[config.mk]
export PLATFORM = sky130hd
export DESIGN_NAME = vcap_base_bank
export DESIGN_NICKNAME = d
export VERILOG_FILES = /design/src/rtl/vcap_base_pkg.sv /design/src/rtl/vcap_shadow_reg.sv /design/src/rtl/vcap_pending_flag.sv /design/src/rtl/vcap_reg_decode.sv /design/src/rtl/vcap_base_bank.sv
export SDC_FILE = /design/constraint.sdc
export NUM_CORES = 1
export LEC_CHECK = 0
export BUFFER_PORTS_ARGS = -buffer_cell sky130_fd_sc_hd__buf_2
export CAP_MARGIN = 40
export CORE_UTILIZATION = 57
export DETAILED_ROUTE_END_ITERATION = 7
export PLACE_DENSITY = 0.86
export SLEW_MARGIN = 5
export SYNTH_ARGS = -nofsm -noshare
export SYNTH_HDL_FRONTEND = slang
export SYNTH_SLANG_ARGS = --single-unit
[constraint.sdc]
create_clock -name clk -period 3.35 [get_ports clk]
set_clock_uncertainty 0.15 [all_clocks]
set_input_delay 0.67 -clock clk [delete_from_list [all_inputs] [get_ports clk]]
set_output_delay 0.67 -clock clk [all_outputs]
set_load 0.01 [all_outputs]
[src/rtl/vcap_base_pkg.sv]
package vcap_base_pkg;
  localparam int REG_AW          = 3;
  localparam int NUM_BASES       = 2;
  localparam int STATUS_FLAG_BIT = 16;

  localparam logic [REG_AW-1:0] RA_STATUS    = 3'd0;
  localparam logic [REG_AW-1:0] RA_EVEN      = 3'd1;
  localparam logic [REG_AW-1:0] RA_ODD       = 3'd2;
  localparam logic [REG_AW-1:0] RA_EVEN_PEND = 3'd3;
  localparam logic [REG_AW-1:0] RA_ODD_PEND  = 3'd4;

  // Number of forced-zero low bits for each base: index 0 even, 1 odd
  function automatic int base_zero_lsbs(input int idx);
    return (idx == 0) ? 4 : 5;
  endfunction

  // Write address of each base register
  function automatic logic [REG_AW-1:0] base_addr(input int idx);
    return (idx == 0) ? RA_EVEN : RA_ODD;
  endfunction
endpackage

[src/rtl/vcap_shadow_reg.sv]
module vcap_shadow_reg #(
  parameter int DATA_W    = 32,
  parameter int ZERO_LSBS = 4
) (
  input  logic              clk,
  input  logic              rst_n,
  input  logic              wr_hit,
  input  logic [DATA_W-1:0] wr_data,
  input  logic              xfer,
  output logic [DATA_W-1:0] pend_q,
  output logic [DATA_W-1:0] act_q
);
  localparam logic [DATA_W-1:0] KEEP_MASK = {DATA_W{1'b1}} << ZERO_LSBS;

  // The shadow copy takes software writes, masked to the alignment
  always_ff @(posedge clk or negedge rst_n) begin
    if (!rst_n)      pend_q <= '0;
    else if (wr_hit) pend_q <= wr_data & KEEP_MASK;
  end

  // The live copy loads the pre-edge shadow value on a transfer
  always_ff @(posedge clk or negedge rst_n) begin
    if (!rst_n)    act_q <= '0;
    else if (xfer) act_q <= pend_q;
  end
endmodule

[src/rtl/vcap_pending_flag.sv]
module vcap_pending_flag (
  input  logic clk,
  input  logic rst_n,
  input  logic any_wr,
  input  logic xfer,
  output logic flag_q
);
  // A write in the same cycle as a transfer leaves the flag set
  always_ff @(posedge clk or negedge rst_n) begin
    if (!rst_n)      flag_q <= 1'b0;
    else if (any_wr) flag_q <= 1'b1;
    else if (xfer)   flag_q <= 1'b0;
  end
endmodule

[src/rtl/vcap_reg_decode.sv]
module vcap_reg_decode
  import vcap_base_pkg::*;
#(
  parameter int DATA_W = 32
) (
  input  logic                              wr_en,
  input  logic [REG_AW-1:0]                 wr_addr,
  input  logic [REG_AW-1:0]                 rd_addr,
  input  logic [NUM_BASES-1:0][DATA_W-1:0]  act,
  input  logic [NUM_BASES-1:0][DATA_W-1:0]  pend,
  input  logic                              flag,
  output logic [NUM_BASES-1:0]              wr_hit,
  output logic [31:0]                       rd_data
);
  localparam int RW = (DATA_W < 32) ? DATA_W : 32;

  for (genvar g = 0; g < NUM_BASES; g++) begin : g_hit
    assign wr_hit[g] = wr_en && (wr_addr == base_addr(g));
  end

  always_comb begin
    rd_data = '0;
    case (rd_addr)
      RA_STATUS:    rd_data[STATUS_FLAG_BIT] = flag;
      RA_EVEN:      rd_data[RW-1:0] = act[0][RW-1:0];
      RA_ODD:       rd_data[RW-1:0] = act[1][RW-1:0];
      RA_EVEN_PEND: rd_data[RW-1:0] = pend[0][RW-1:0];
      RA_ODD_PEND:  rd_data[RW-1:0] = pend[1][RW-1:0];
      default:      rd_data = '0;
    endcase
  end
endmodule

[src/rtl/vcap_base_bank.sv]
module vcap_base_bank
  import vcap_base_pkg::*;
#(
  parameter int DATA_W = 32
) (
  input  logic              clk,
  input  logic              rst_n,
  input  logic              wr_en,
  input  logic [2:0]        wr_addr,
  input  logic [31:0]       wr_data,
  input  logic [2:0]        rd_addr,
  output logic [31:0]       rd_data,
  input  logic              field_start,
  output logic [DATA_W-1:0] even_base_o,
  output logic [DATA_W-1:0] odd_base_o
);
  logic [NUM_BASES-1:0]             wr_hit;
  logic [NUM_BASES-1:0][DATA_W-1:0] pend_q;
  logic [NUM_BASES-1:0][DATA_W-1:0] act_q;
  logic                             flag_q;

  vcap_reg_decode #(.DATA_W(DATA_W)) u_dec (
    .wr_en   (wr_en),
    .wr_addr (wr_addr),
    .rd_addr (rd_addr),
    .act     (act_q),
    .pend    (pend_q),
    .flag    (flag_q),
    .wr_hit  (wr_hit),
    .rd_data (rd_data)
  );

  for (genvar g = 0; g < NUM_BASES; g++) begin : g_base
    vcap_shadow_reg #(
      .DATA_W    (DATA_W),
      .ZERO_LSBS (base_zero_lsbs(g))
    ) u_reg (
      .clk     (clk),
      .rst_n   (rst_n),
      .wr_hit  (wr_hit[g]),
      .wr_data (wr_data[DATA_W-1:0]),
      .xfer    (field_start),
      .pend_q  (pend_q[g]),
      .act_q   (act_q[g])
    );
  end

  vcap_pending_flag u_flag (
    .clk    (clk),
    .rst_n  (rst_n),
    .any_wr (|wr_hit),
    .xfer   (field_start),
    .flag_q (flag_q)
  );

  assign even_base_o = act_q[0];
  assign odd_base_o  = act_q[1];
endmodule

# Yosys cells after proc, flatten, opt, wreduce, memory -nomap -nowiden
# Index checks and enable logic that the tools add are counted.
classes:
  n_eq_ne: 6
  muxes: 5
  reduce_logical: 5
op_table:
  columns: ["cell", "count"]
  rows:
  - ["16-bit one-hot mux with 4 select lines", 1]
  - ["15-bit one-hot mux with 4 select lines", 1]
  - ["3-bit by 2-bit equality test with 1-bit output, second input constant", 3]
  - ["3-bit by 1-bit equality test with 1-bit output, second input constant", 2]
  - ["1-bit one-hot mux with 5 select lines", 1]
  - ["3-bit equality test, second input constant", 1]
  - ["3-bit logical NOT", 1]
  - ["1-bit logical AND", 2]
  - ["1-bit two-way mux", 2]
  - ["2-bit nonzero test", 1]
  - ["2-bit OR reduction", 1]
word_totals:
  reg_bits: 111
  input_bits: 42

# Depth between registers and ports, before layout
logic_depth:
  ltp_word: 4
  ltp_mapped: 6

# Hierarchy
# A second synthesis with hierarchy kept.
hier_totals:
  hier_cells: 373
  hier_area_um2: 5550.3
modules_own_cells:
  columns: ["mod", "n_inst", "cells_each", "area_each_um2", "seq_area_each_um2"]
  rows:
  - ["vcap_shadow_reg at g_base[0].u_reg", 1, 127, 2348.5, 1401.3]
  - ["vcap_shadow_reg at g_base[1].u_reg", 1, 125, 2290.9, 1351.3]
  - ["vcap_reg_decode", 1, 117, 868.3, 0.0]
  - ["vcap_pending_flag", 1, 3, 36.3, 25.0]
  - ["vcap_base_bank", 1, 1, 6.3, 0.0]

# Worst setup path before layout
# No wires, ideal clock.
synth_path:
  path_kind: "input to output"
  from: "input rd_addr[1]"
  to: "output rd_data[10]"
  arrival_time_ns: 1.492
  slack_ns: 1.038
  cell_stages: 6
  path_buffers: 3
  path_cell_list: "buf_2 -> nor2b_1 -> buf_2 -> buf_6 -> a22oi_1 -> o22ai_1"
synth_via:
  elab_chain_cells: 2
  word_cells_on_any_way: 5
synth_lines:
  columns: ["item", "line_no", "rtl"]
  rows:
  - ["start, declared", "vcap_base_bank.sv:11", "input logic [2:0] rd_addr,"]
  - ["3-bit equality test (tied with other cells)", "vcap_reg_decode.sv:23", "case (rd_addr)"]
  - ["16-bit one-hot mux with 4 select lines (*)", "vcap_reg_decode.sv:23", null]
  - ["end, declared", "vcap_base_bank.sv:12", "output logic [31:0] rd_data,"]
# Mark *: on every way between the ends. The rest lies on a longest branch, timed or not.

# Worst setup path after layout
layout_path:
  from: "input rd_addr[2]"
  to: "output rd_data[5]"
# Same word-level chain as after synthesis.

==> results by group <==
Power
  • Leak: between 2 and 3 nW
  • Worst VDD drop: between 300 and 400 uV
  • Pwr dens: between 600 and 700 mW/mm2
  • Power after layout: 3.817 mW

Timing
  • Final Hold Violating Endpoints: 0
  • Endpoints failing setup: 0
  • Hold_ws: 0.3881 ns
  • Least-Margin Pin Slew: 0.7990 ns
  • Pins Over Slew Limit: 0
  • Sum Neg Setup Slack: 0 ns
  • Part of the cycle the worst path needs: 83.99%
  • Max Freq: 355.4 MHz
  • RSZ-0062 raised after global routing: false
  • Minimum clock period: 2.814 ns
  • Slew headroom: around 47%

Floorplan
  • Die Width: 97.24 um
  • Std cell rows: 34
  • Starting Density: 58.99%
  • Die Ht: 97.24 um
  • Core box area: 0.008763 mm2
  • Total die area: 0.009455 mm2
  • # IOs: 138

Layout
  • Non-Filler Instances: 585
  • Share of post-route cells with drive strength above 1: 55.35%
  • Inserted Diodes: 0
  • Final Cell Area: 0.006015 mm2
  • Most frequent cells in the layout: 119 x buf_2, 111 x dfrtp_1, 82 x mux2_2
  • Register Area: 0.002778 mm2
  • Commonest non-fill, non-tap cell in the layout: buf_2
  • Layout Nets: 514
  • Fill cell count: 634
  • Area occupied by multi-input gates: 0.002127 mm2
  • Synth-to-Final Area Change: 16.34%

Clock tree
  • CTS tree: built
  • Post_cts resized: 0
  • CTS clk-pin slew, worst paths: 0.10 ns
  • Setup Buffers After CTS: 0
  • Max H-tree Level: 3
  • Sink Count: 111
  • Max Root-Sink Buffers: 2
  • CTS Root Cell: clkbuf_8
  • Hold_buf cts: 1
  • Clock Latency Late Sink: 0.37 ns
  • CTS buffer count: 9

Drt
  • Met3 WL: 551 um
  • DR WL met2: between 5000 and 6000 um
  • Via/cell ratio: 5.817
  • Antenna-violating nets left: 0
  • Metal1 wirelength: 4925 um
  • Vias after detailed routing: 3403
  • Starting DRT DRC Count: between 100 and 150
  • Uppermost layer routed: met4
  • Post-route DRC: 0
  • Total wire length: ~11000 um
  • Routed len/inst: 19.51 um
  • Drt first pass iters: 4

Placed design
  • # port buffers: between 100 and 150
  • Placed Area: 0.005777 mm2
  • Gpl congestion: between 0.7 and 0.8
  • Dpl hpwl: 7537 um
  • Placed cells: 568

Global routing
  • Total grt overflow: 0
  • Largest net degree at the start of global routing: 70
  • GRT Total Usage: ~25%
  • Initial antenna violation count: 0
  • First-pass GRT wire length: between 15000 and 20000 um
  • Number of global-route vias before repair: between 3000 and 4000

Logic synthesis
  • Yosys cell types: 22
  • Register area share after synthesis: roughly 54%
  • Fraction of registers with async set/reset: 100.0%
  • Mapped Area: 0.005170 mm2
  • Flop and latch count out of synthesis: 111
  • Post-synth EDFFs: 0
  • Yosys warnings: 0
  • Mapped Cells: 356
  • Main flop type after synthesis: dfrtp_1
  • Syn_area_per_cell: 14.52 um2

Worst hold path
  • Hold Path Class: reg -> reg

Critical path
  • Critical Path Source Type: primary input
  • CP Data Required Time: 2.53 ns
  • CP Capture Type: output port
  • Crit path kind: in -> out
  • Arr. time, crit path: 1.99 ns
  • CP Max Fanout: 12

Job
  • Max-capacitance violation count: 0

Outcome
  • Status: completed
==> registers in the layout (all words and copies together), names as in the netlist <==
| register | flops |
|---|---|
| u_flag.flag_q | 1 |
| g_base.u_reg.pend_q | 55 |
| g_base.u_reg.act_q | 55 |
==> cells in the mapped netlist, types with 2 or more instances <==
cell / number / area [um2]
o22ai_1: 26 / 162.7
dfrtp_1: 111 / 2778
buf_2: 11 / 55.05
nor2b_1: 2 / 12.51
clkbuf_1: 4 / 15.01
buf_6: 5 / 56.30
nor2_1: 3 / 11.26
a22oi_1: 26 / 195.2
mux2_2: 82 / 923.4
buf_8: 2 / 30.03
mux2i_1: 29 / 290.3
buf_4: 18 / 135.1
mux2_4: 28 / 420.4
==> logic make-up after synthesis <==
family / synth area share (%)
buffers and inverters: 6.099
other: 0.07253
multiplexers: 31.61
flip-flops: 53.73
AND/OR/NAND/NOR: 1.138
AO/OA/AOI/OAI: 7.357
==> layer usage <==
layer  vias up  GRT usage, %
met4         0         7.014
met3        14         5.036
met2       122         42.25
met5         -             0
li1       1518             -
met1      1749         31.75
==> worst paths after layout <==
path / cells past startpoint / startpoint / slack [ns] / end
min in group asynchronous: 2 / rst_n / 0.51 / g_base[0].u_reg.pend_q[6]$_DFFE_PN0P_
hold / removal: 1 / g_base[1].u_reg.act_q[29]$_DFFE_PN0P_ / 0.39 / g_base[1].u_reg.act_q[29]$_DFFE_PN0P_
max in group asynchronous: 4 / rst_n / 1.74 / g_base[0].u_reg.act_q[30]$_DFFE_PN0P_
setup / recovery: 6 / rd_addr[2] / 0.54 / rd_data[5]
hold reg to reg: 1 / g_base[1].u_reg.act_q[29]$_DFFE_PN0P_ / 0.39 / g_base[1].u_reg.act_q[29]$_DFFE_PN0P_
setup reg to reg: 1 / g_base[1].u_reg.pend_q[14]$_DFFE_PN0P_ / 2.40 / g_base[1].u_reg.pend_q[14]$_DFFE_PN0P_
==> through the flow <==
step                setup WS (ns)  utilization [%]
floorplan                   1.038                -
global placement           0.5659            65.61
detailed placement         0.5618            65.92
CTS                        0.5631            68.63
global route               0.4664            68.63
finish                     0.5364            68.63
==> final cells by class <==
type	count	area share [%]
Clock inverter	7	1.727
Multi-Input combinational cell	215	35.37
Timing Repair Buffer	134	12.36
Tap cell	108	2.247
Sequential cell	111	46.18
Clock buffer	9	2.059
Inverter	1	0.06241
==> power breakdown <==
group	internal, mW	switching (mW)
logic	0.559	0.455
registers	1.67	0.247
clock network	0.431	0.461
total	2.65	1.16
==> worst max-delay path, cell delays in order <==
cell and delay [ns]:
buf_2 0.14, nor2b_2 0.43, buf_4 0.31, a22oi_1 0.11, o22ai_1 0.16, buf_2 0.16
No activity file was read; power rests on OpenSTA's default activity.
